**src/rtl/t1_err_pkg.sv**
```systemverilog
package t1_err_pkg;
  localparam int BPV_TOP_BITS = 3;
  typedef enum logic {FE_CLEAR = 1'b0, FE_PENDING = 1'b1} fe_pend_t;
endpackage

```
**src/rtl/t1_err_rst_sync.sv**
```systemverilog
module t1_err_rst_sync (
  input  logic clk,
  input  logic rst_n,
  output logic run_n
);
  logic stage_q;

  always_ff @(posedge clk or negedge rst_n) begin
    if (!rst_n) begin
      stage_q <= 1'b0;
      run_n   <= 1'b0;
    end else begin
      stage_q <= 1'b1;
      run_n   <= stage_q;
    end
  end
endmodule

```
**src/rtl/t1_err_wrap_cnt.sv**
```systemverilog
module t1_err_wrap_cnt #(
  parameter int W     = 3,
  parameter int OUT_W = 3
) (
  input  logic             clk,
  input  logic             run_n,
  input  logic             inc,
  output logic [OUT_W-1:0] top
);
  logic [W-1:0] cnt_q, cnt_d;

  always_comb begin
    cnt_d = cnt_q;
    if (inc) cnt_d = cnt_q + 1'b1;
  end

  always_ff @(posedge clk or negedge run_n) begin
    if (!run_n) cnt_q <= '0;
    else if (inc) cnt_q <= cnt_d;
  end

  assign top = cnt_q[W-1 -: OUT_W];
endmodule

```
**src/rtl/t1_err_frm_guard.sv**
```systemverilog
module t1_err_frm_guard
  import t1_err_pkg::*;
#(
  parameter int HOLD_TICKS = 96,
  parameter int GRP_W      = 2
) (
  input  logic clk,
  input  logic run_n,
  input  logic err,
  input  logic tick,
  output logic tgl
);
  localparam int HW = $clog2(HOLD_TICKS + 1);

  logic [GRP_W-1:0] grp_q, grp_d;
  logic [HW-1:0]    hold_q, hold_d;
  fe_pend_t         pend_q, pend_d;
  logic             tgl_d;
  logic             grp_full, idle, want, fire;

  always_comb begin
    grp_full = err && (grp_q == '1);
    idle     = (hold_q == '0);
    want     = grp_full || (pend_q == FE_PENDING);
    fire     = want && idle;
    grp_d    = err ? grp_q + 1'b1 : grp_q;
    tgl_d    = tgl ^ fire;
    if (fire)          pend_d = FE_CLEAR;
    else if (grp_full) pend_d = FE_PENDING;
    else               pend_d = pend_q;
    if (fire)               hold_d = HW'(HOLD_TICKS);
    else if (tick && !idle) hold_d = hold_q - 1'b1;
    else                    hold_d = hold_q;
  end

  always_ff @(posedge clk or negedge run_n) begin
    if (!run_n) begin
      grp_q  <= '0;
      hold_q <= '0;
      pend_q <= FE_CLEAR;
      tgl    <= 1'b0;
    end else begin
      grp_q  <= grp_d;
      hold_q <= hold_d;
      pend_q <= pend_d;
      tgl    <= tgl_d;
    end
  end
endmodule

```
**src/rtl/t1_err_tally.sv**
```systemverilog
module t1_err_tally
  import t1_err_pkg::*;
#(
  parameter int BPV_W      = 9,
  parameter int CRC_W      = 3,
  parameter int FE_GRP_W   = 2,
  parameter int HOLD_TICKS = 96
) (
  input  logic                    clk,
  input  logic                    rst_n,
  input  logic                    i_bpv_pulse,
  input  logic                    i_frm_err_pulse,
  input  logic                    i_crc_err_pulse,
  input  logic                    i_slip_pulse,
  input  logic                    i_esf_mode,
  input  logic                    i_tick_1ms,
  output logic [BPV_TOP_BITS-1:0] o_bpv_bits,
  output logic                    o_frm_tgl,
  output logic [CRC_W-1:0]        o_crc_cnt,
  output logic                    o_slip_tgl
);
  logic run_n;
  logic crc_inc;

  assign crc_inc = i_crc_err_pulse & i_esf_mode;

  t1_err_rst_sync u_rst (.clk(clk), .rst_n(rst_n), .run_n(run_n));

  t1_err_wrap_cnt #(.W(BPV_W), .OUT_W(BPV_TOP_BITS)) u_bpv (
    .clk(clk), .run_n(run_n), .inc(i_bpv_pulse), .top(o_bpv_bits));

  t1_err_wrap_cnt #(.W(CRC_W), .OUT_W(CRC_W)) u_crc (
    .clk(clk), .run_n(run_n), .inc(crc_inc), .top(o_crc_cnt));

  t1_err_wrap_cnt #(.W(1), .OUT_W(1)) u_slip (
    .clk(clk), .run_n(run_n), .inc(i_slip_pulse), .top(o_slip_tgl));

  t1_err_frm_guard #(.HOLD_TICKS(HOLD_TICKS), .GRP_W(FE_GRP_W)) u_frm (
    .clk(clk), .run_n(run_n), .err(i_frm_err_pulse), .tick(i_tick_1ms),
    .tgl(o_frm_tgl));
endmodule

```
**config.mk**
```make
export PLATFORM = sky130hd
export DESIGN_NAME = t1_err_tally
export DESIGN_NICKNAME = d
export VERILOG_FILES = /design/src/rtl/t1_err_pkg.sv /design/src/rtl/t1_err_rst_sync.sv /design/src/rtl/t1_err_wrap_cnt.sv /design/src/rtl/t1_err_frm_guard.sv /design/src/rtl/t1_err_tally.sv
export SDC_FILE = /design/constraint.sdc
export NUM_CORES = 1
export LEC_CHECK = 0
export CORE_MARGIN = 8
export CORE_UTILIZATION = 43
export DETAILED_ROUTE_END_ITERATION = 12
export GPL_TIMING_DRIVEN = 0
export PLACE_DENSITY = 0.68
export SLEW_MARGIN = 40
export SYNTH_ARGS = -nofsm -noshare
export SYNTH_HDL_FRONTEND = slang
export SYNTH_SLANG_ARGS = --single-unit
```
**constraint.sdc**
```tcl
create_clock -name clk -period 0.85 [get_ports clk]
set_input_delay 0.1275 -clock clk [delete_from_list [all_inputs] [get_ports clk]]
set_output_delay 0.1275 -clock clk [all_outputs]
set_load 0.02 [all_outputs]
```
; ---- Word level (Yosys, flattened, before mapping)
; Cells that the tools add are included.
[word_totals]
ff_bits = 26
latch_bits = 0
mem_bits_rw = 0
rom_bits = 0
input_bits = 8
memories = 0
[op_classes]
addsub = 5
mul = 0
n_div = 0
order_cmp = 0
n_eq_ne = 1
n_shift = 0
n_mux = 4
bitwise_logic = 2
reduce_logical = 8
[op_table]
columns = cell, n
row1 = $mux W7, 2
row2 = $add A9 B1 Y9 const B, 1
row3 = $logic_not A7 Y1, 1
row4 = $sub A7 B1 Y7 const B, 1
row5 = $reduce_bool A2 Y1, 2
row6 = $add A3 B1 Y3 const B, 1
row7 = $logic_and A1 B1 Y1, 3
row8 = $add A2 B1 Y2 const B, 1
row9 = $eq A2 B2 Y1 const B, 1
row10 = $mux W1, 2
row11 = $add A1 B1 Y1 const B, 1
row12 = $and A1 B1 Y1, 1
row13 = $logic_not A1 Y1, 1
row14 = $logic_or A1 B1 Y1, 1
row15 = $xor A1 B1 Y1, 1

; ---- Depth between registers and ports, before layout
[logic_depth]
depth_word = 5
ltp_mapped = 6
ltp_nobuf = 6

; ---- By module
; Synthesis repeated with hierarchy kept, for this count alone.
[unflattened]
cells_unflattened = 96
hier_area_um2 = 1187.4
[by_module_without_submodules]
columns = module, n_inst, cells_per_inst, area_each_um2, seq_area_each_um2
row1 = t1_err_frm_guard, 1, 49, 559.3, 275.3
row2 = t1_err_wrap_cnt at u_bpv, 1, 33, 410.4, 225.2
row3 = t1_err_wrap_cnt at u_crc, 1, 8, 123.9, 75.1
row4 = t1_err_rst_sync, 1, 3, 53.8, 50.0
row5 = t1_err_wrap_cnt at u_slip, 1, 2, 33.8, 25.0
row6 = t1_err_tally, 1, 1, 6.3, 0.0

; ---- Worst setup path before layout
; OpenSTA, ideal clock, no wires.
[synth_timing]
path_type = flip-flop to flip-flop
startpoint = reg u_frm.hold_q[0]
endpoint = reg u_frm.hold_q[0]
setup_time_ns = 0.121
arrival_time_ns = 1.581
required_ns = 0.729
path_slack_ns = -0.852
path_stages_with_launch = 7
path_buffers = 0
period_less_slack_ns = 1.702
cell_sequence = dfrtp_1 -> inv_1 -> ha_1 -> or4b_4 -> nor3_4 -> o21ai_2 -> a22o_1
[synth_between]
elab_chain_cells = 4
word_cells_on_any_way = 8
cone_classes = 1 x add/sub / 2 x mux / 5 x reduce/logical
[synth_rtl]
columns = element, line
row1 = "start, declared", t1_err_frm_guard.sv:16  ; logic [HW-1:0] hold_q, hold_d;
row2 = "start signal, assigned", t1_err_frm_guard.sv:44  ; hold_q <= hold_d;
row3 = branches (longest 4 deep; another with $sub A7 B1 Y7), --
; Several ways; the timed one is not identified. The select of a mux whose other input is x is not followed.
; A chain may end at the register's enable or synchronous reset.

; ---- Worst setup path after layout
; Same ends and word-level chain as after synthesis.

==> reports/metrics.yaml <==
grt_pass1_wl_um: 3810
synth_ff_type: "dfrtp_1"
drc: 0
max-vdd-ir-drop_v: 0.00225
route.met2.wl_um: 1090
power_mw: 5.58
n_antenna_cell: 0
die_area_sq_um: 4570
grt_pass1_vias: 855
leakage_nw: 0.771
fin_crit_ns: 1.70
fp.dieH_um: 67.6
vias: 831
hp-class: "flop to async pin"
setup_violations: 28
synth_most_common_cell: "dfrtp_1"
violations: "setup timing"
totalWireLength_um: 2270
synth_cell_types: 27
slew_headroom_pct: 65.6
nets: 151
drt-pass1-iter-count: 4
worst_clock_skew_ns: 0.00771
syn_inst: 95
wl_met3_um: 124
avgSynthCellArea_sq_um: 12.0
worstMarginPinSlew_ns: 0.516
maxSlewViolCount: 0
fin_util_pct: 67.6
yosysWarnings: 0
async_flop_share_pct: 100
core-area_sq_um: 2500
netlist_area_sq_um: 1140
crit_fanout: 3
fp.dieW_um: 67.6
fin_tns_setup_ns: -10.47
required_ns: 1.07
synth_edf_count: 0
htreeDepth: 1
clock.fmax_mhz: 589
worst_slack_ns: -0.849
clk_pin_slew_ns: 0.14
root_buffer: "clkbuf_4"
power.density_nw_per_um2: 3310
syn2layout_area_growth_pct: 47.7
synth_top_area_share_pct: 56.9
cts_tree: "done"
drt_iter0_markers: 22
place_congestion: 0.756
viasPerCell: 4.95
ant_nets: 0
grt_max_degree: 25
yosysSeqAreaShare_pct: 56.9
grt.total_usage_pct: 10.9
overflow: 0
startpoint_type: "flop"
hold_viol: 0
highest_layer: "met4"
maxCapViolCount: 0
clk_latency_ns: 0.31
yosysTopAreaCell: "dfrtp_1"
io_pins: 16
post_drt_wl_per_cell_um: 13.5
cts_sinks: 26
cts_inserted_buffers: 3
syn-num-nets: 107
place_hpwl_um: 1480
met1_length_um: 1030
status: "finished with violations"
path_class: "flop to flop"
rsz0062_at_grt: "true"
synth_area_leaders: "dfrtp_1 57%, xnor2_1 6.1%, xor2_1 5.4%"
antenna_found_initial: 0
cts_buffer_depth: 2
cp-end-kind: "flop"
arrival_ns: 1.92
start_util_pct: 45.7
drive_gt1_share_pct: 45.7
fp-row-count: 18
synth_seq_cells: 26
fillers: 205
portBuffers: 15
synth_commonest_cells: "26 x dfrtp_1, 9 x nand2_1, 8 x nor2_1, 8 x xnor2_1, 7 x xor2_1"
finalCritPeriodShare_pct: 200
-- timing repair --
item,CTS,global route
endpoints found under the hold margin,2,0
hold buffers,1,0
gates resized for setup,57,6
buffers inserted,15,9
setup endpoints to repair,28,28
pin swaps,13,9
-- flip-flops by register name, indices dropped and copies added (netlist names) --
name	cells
u_rst.stage_q	1
u_frm.hold_q	7
u_rst.run_n	1
u_slip.top	1
u_crc.top	3
u_frm.pend_q	1
u_bpv.cnt_q	9
u_frm.tgl	1
u_frm.grp_q	2
-- cells by family after synthesis --
group | synth area share [%]
and+or+nand+nor | 14.7
DFF | 56.9
xor gates and xnor gates | 11.5
AOI/OAI and AO/OA | 5.47
buffers and inverters | 2.95
adders and majority gates | 4.38
muxes | 3.83
other | 0.328
-- report_power, final --
group          switching, mW  internal [mW]  leakage, nW  total (mW)
combinational          0.998           1.63        0.439        2.63
clock                  0.346          0.262       0.0210       0.608
sequential             0.582           1.76        0.311        2.34
-- layer usage --
metal / vias to the layer above / track usage (%)
met1: 405 / 13.5
met5: - / 0
met4: 0 / 4.44
met3: 4 / 3.31
li1: 407 / -
met2: 15 / 17.2
-- final timing paths --
path                       cells after the start              end            start  slack [ns]
min in group clk                               0      u_rst.run_n    u_rst.stage_q        0.37
hold reg to reg                                0   u_bpv.cnt_q[4]      u_rst.run_n        0.25
hold / removal                                 0   u_bpv.cnt_q[4]      u_rst.run_n        0.25
setup reg to reg                               6  u_frm.hold_q[0]  u_frm.hold_q[0]       -0.85
setup / recovery                               6  u_frm.hold_q[0]  u_frm.hold_q[0]       -0.85
max in group asynchronous                      2      u_rst.run_n            rst_n        0.22
-- layout by cell type (no fill, tap or decap), drive strengths merged --
cell type,count
buf,34
dfrtp,26
nand2,9
nor2,8
xnor2,8
xor2,7
clkdlybuf4s50,7
clkbuf,4
ha,4
inv,3
mux2,3
o21ai,3
a21oi,2
and3,2
nand4,2
nor4b,2
nand3,2
or4b,1
nor3,1
o2bb2ai,1
a22o,1
o31ai,1
o41ai,1
or3b,1
nor4,1
mux2i,1
or3,1
dlygate4sd3,1
conb,1
-- stage by stage --
step                setup WS, ns  hold WS [ns]  instances  cell area, sq um
floorplan                 -0.852        -0.168         95              1200
finish                    -0.849         0.247        168              1690
detailed placement         -1.02         0.269        140              1390
CTS                       -0.905         0.278        159              1590
global placement          -0.996         0.296        140              1390
global route              -0.925         0.324        168              1690
-- worst max-delay path, stage by stage (launching register included) --
cell and delay, ns:
dfrtp_1 0.41, inv_1 0.06, ha_2 0.16, or4b_4 0.48
nor3_4 0.19, o21ai_2 0.09, a22o_1 0.21
-- area by class of cell --
type / count / area [sq um] / area share [%]
flip-flops and latches: 26 / 654 / 38.7
multi-input cells: 63 / 566 / 33.5
repair buffers: 40 / 362 / 21.4
well taps: 30 / 37.5 / 2.22
clock buffers: 4 / 36.3 / 2.15
plain buffers: 2 / 22.5 / 1.33
inverters: 3 / 11.3 / 0.667
Note: power is estimated with default switching activity, not from simulation.
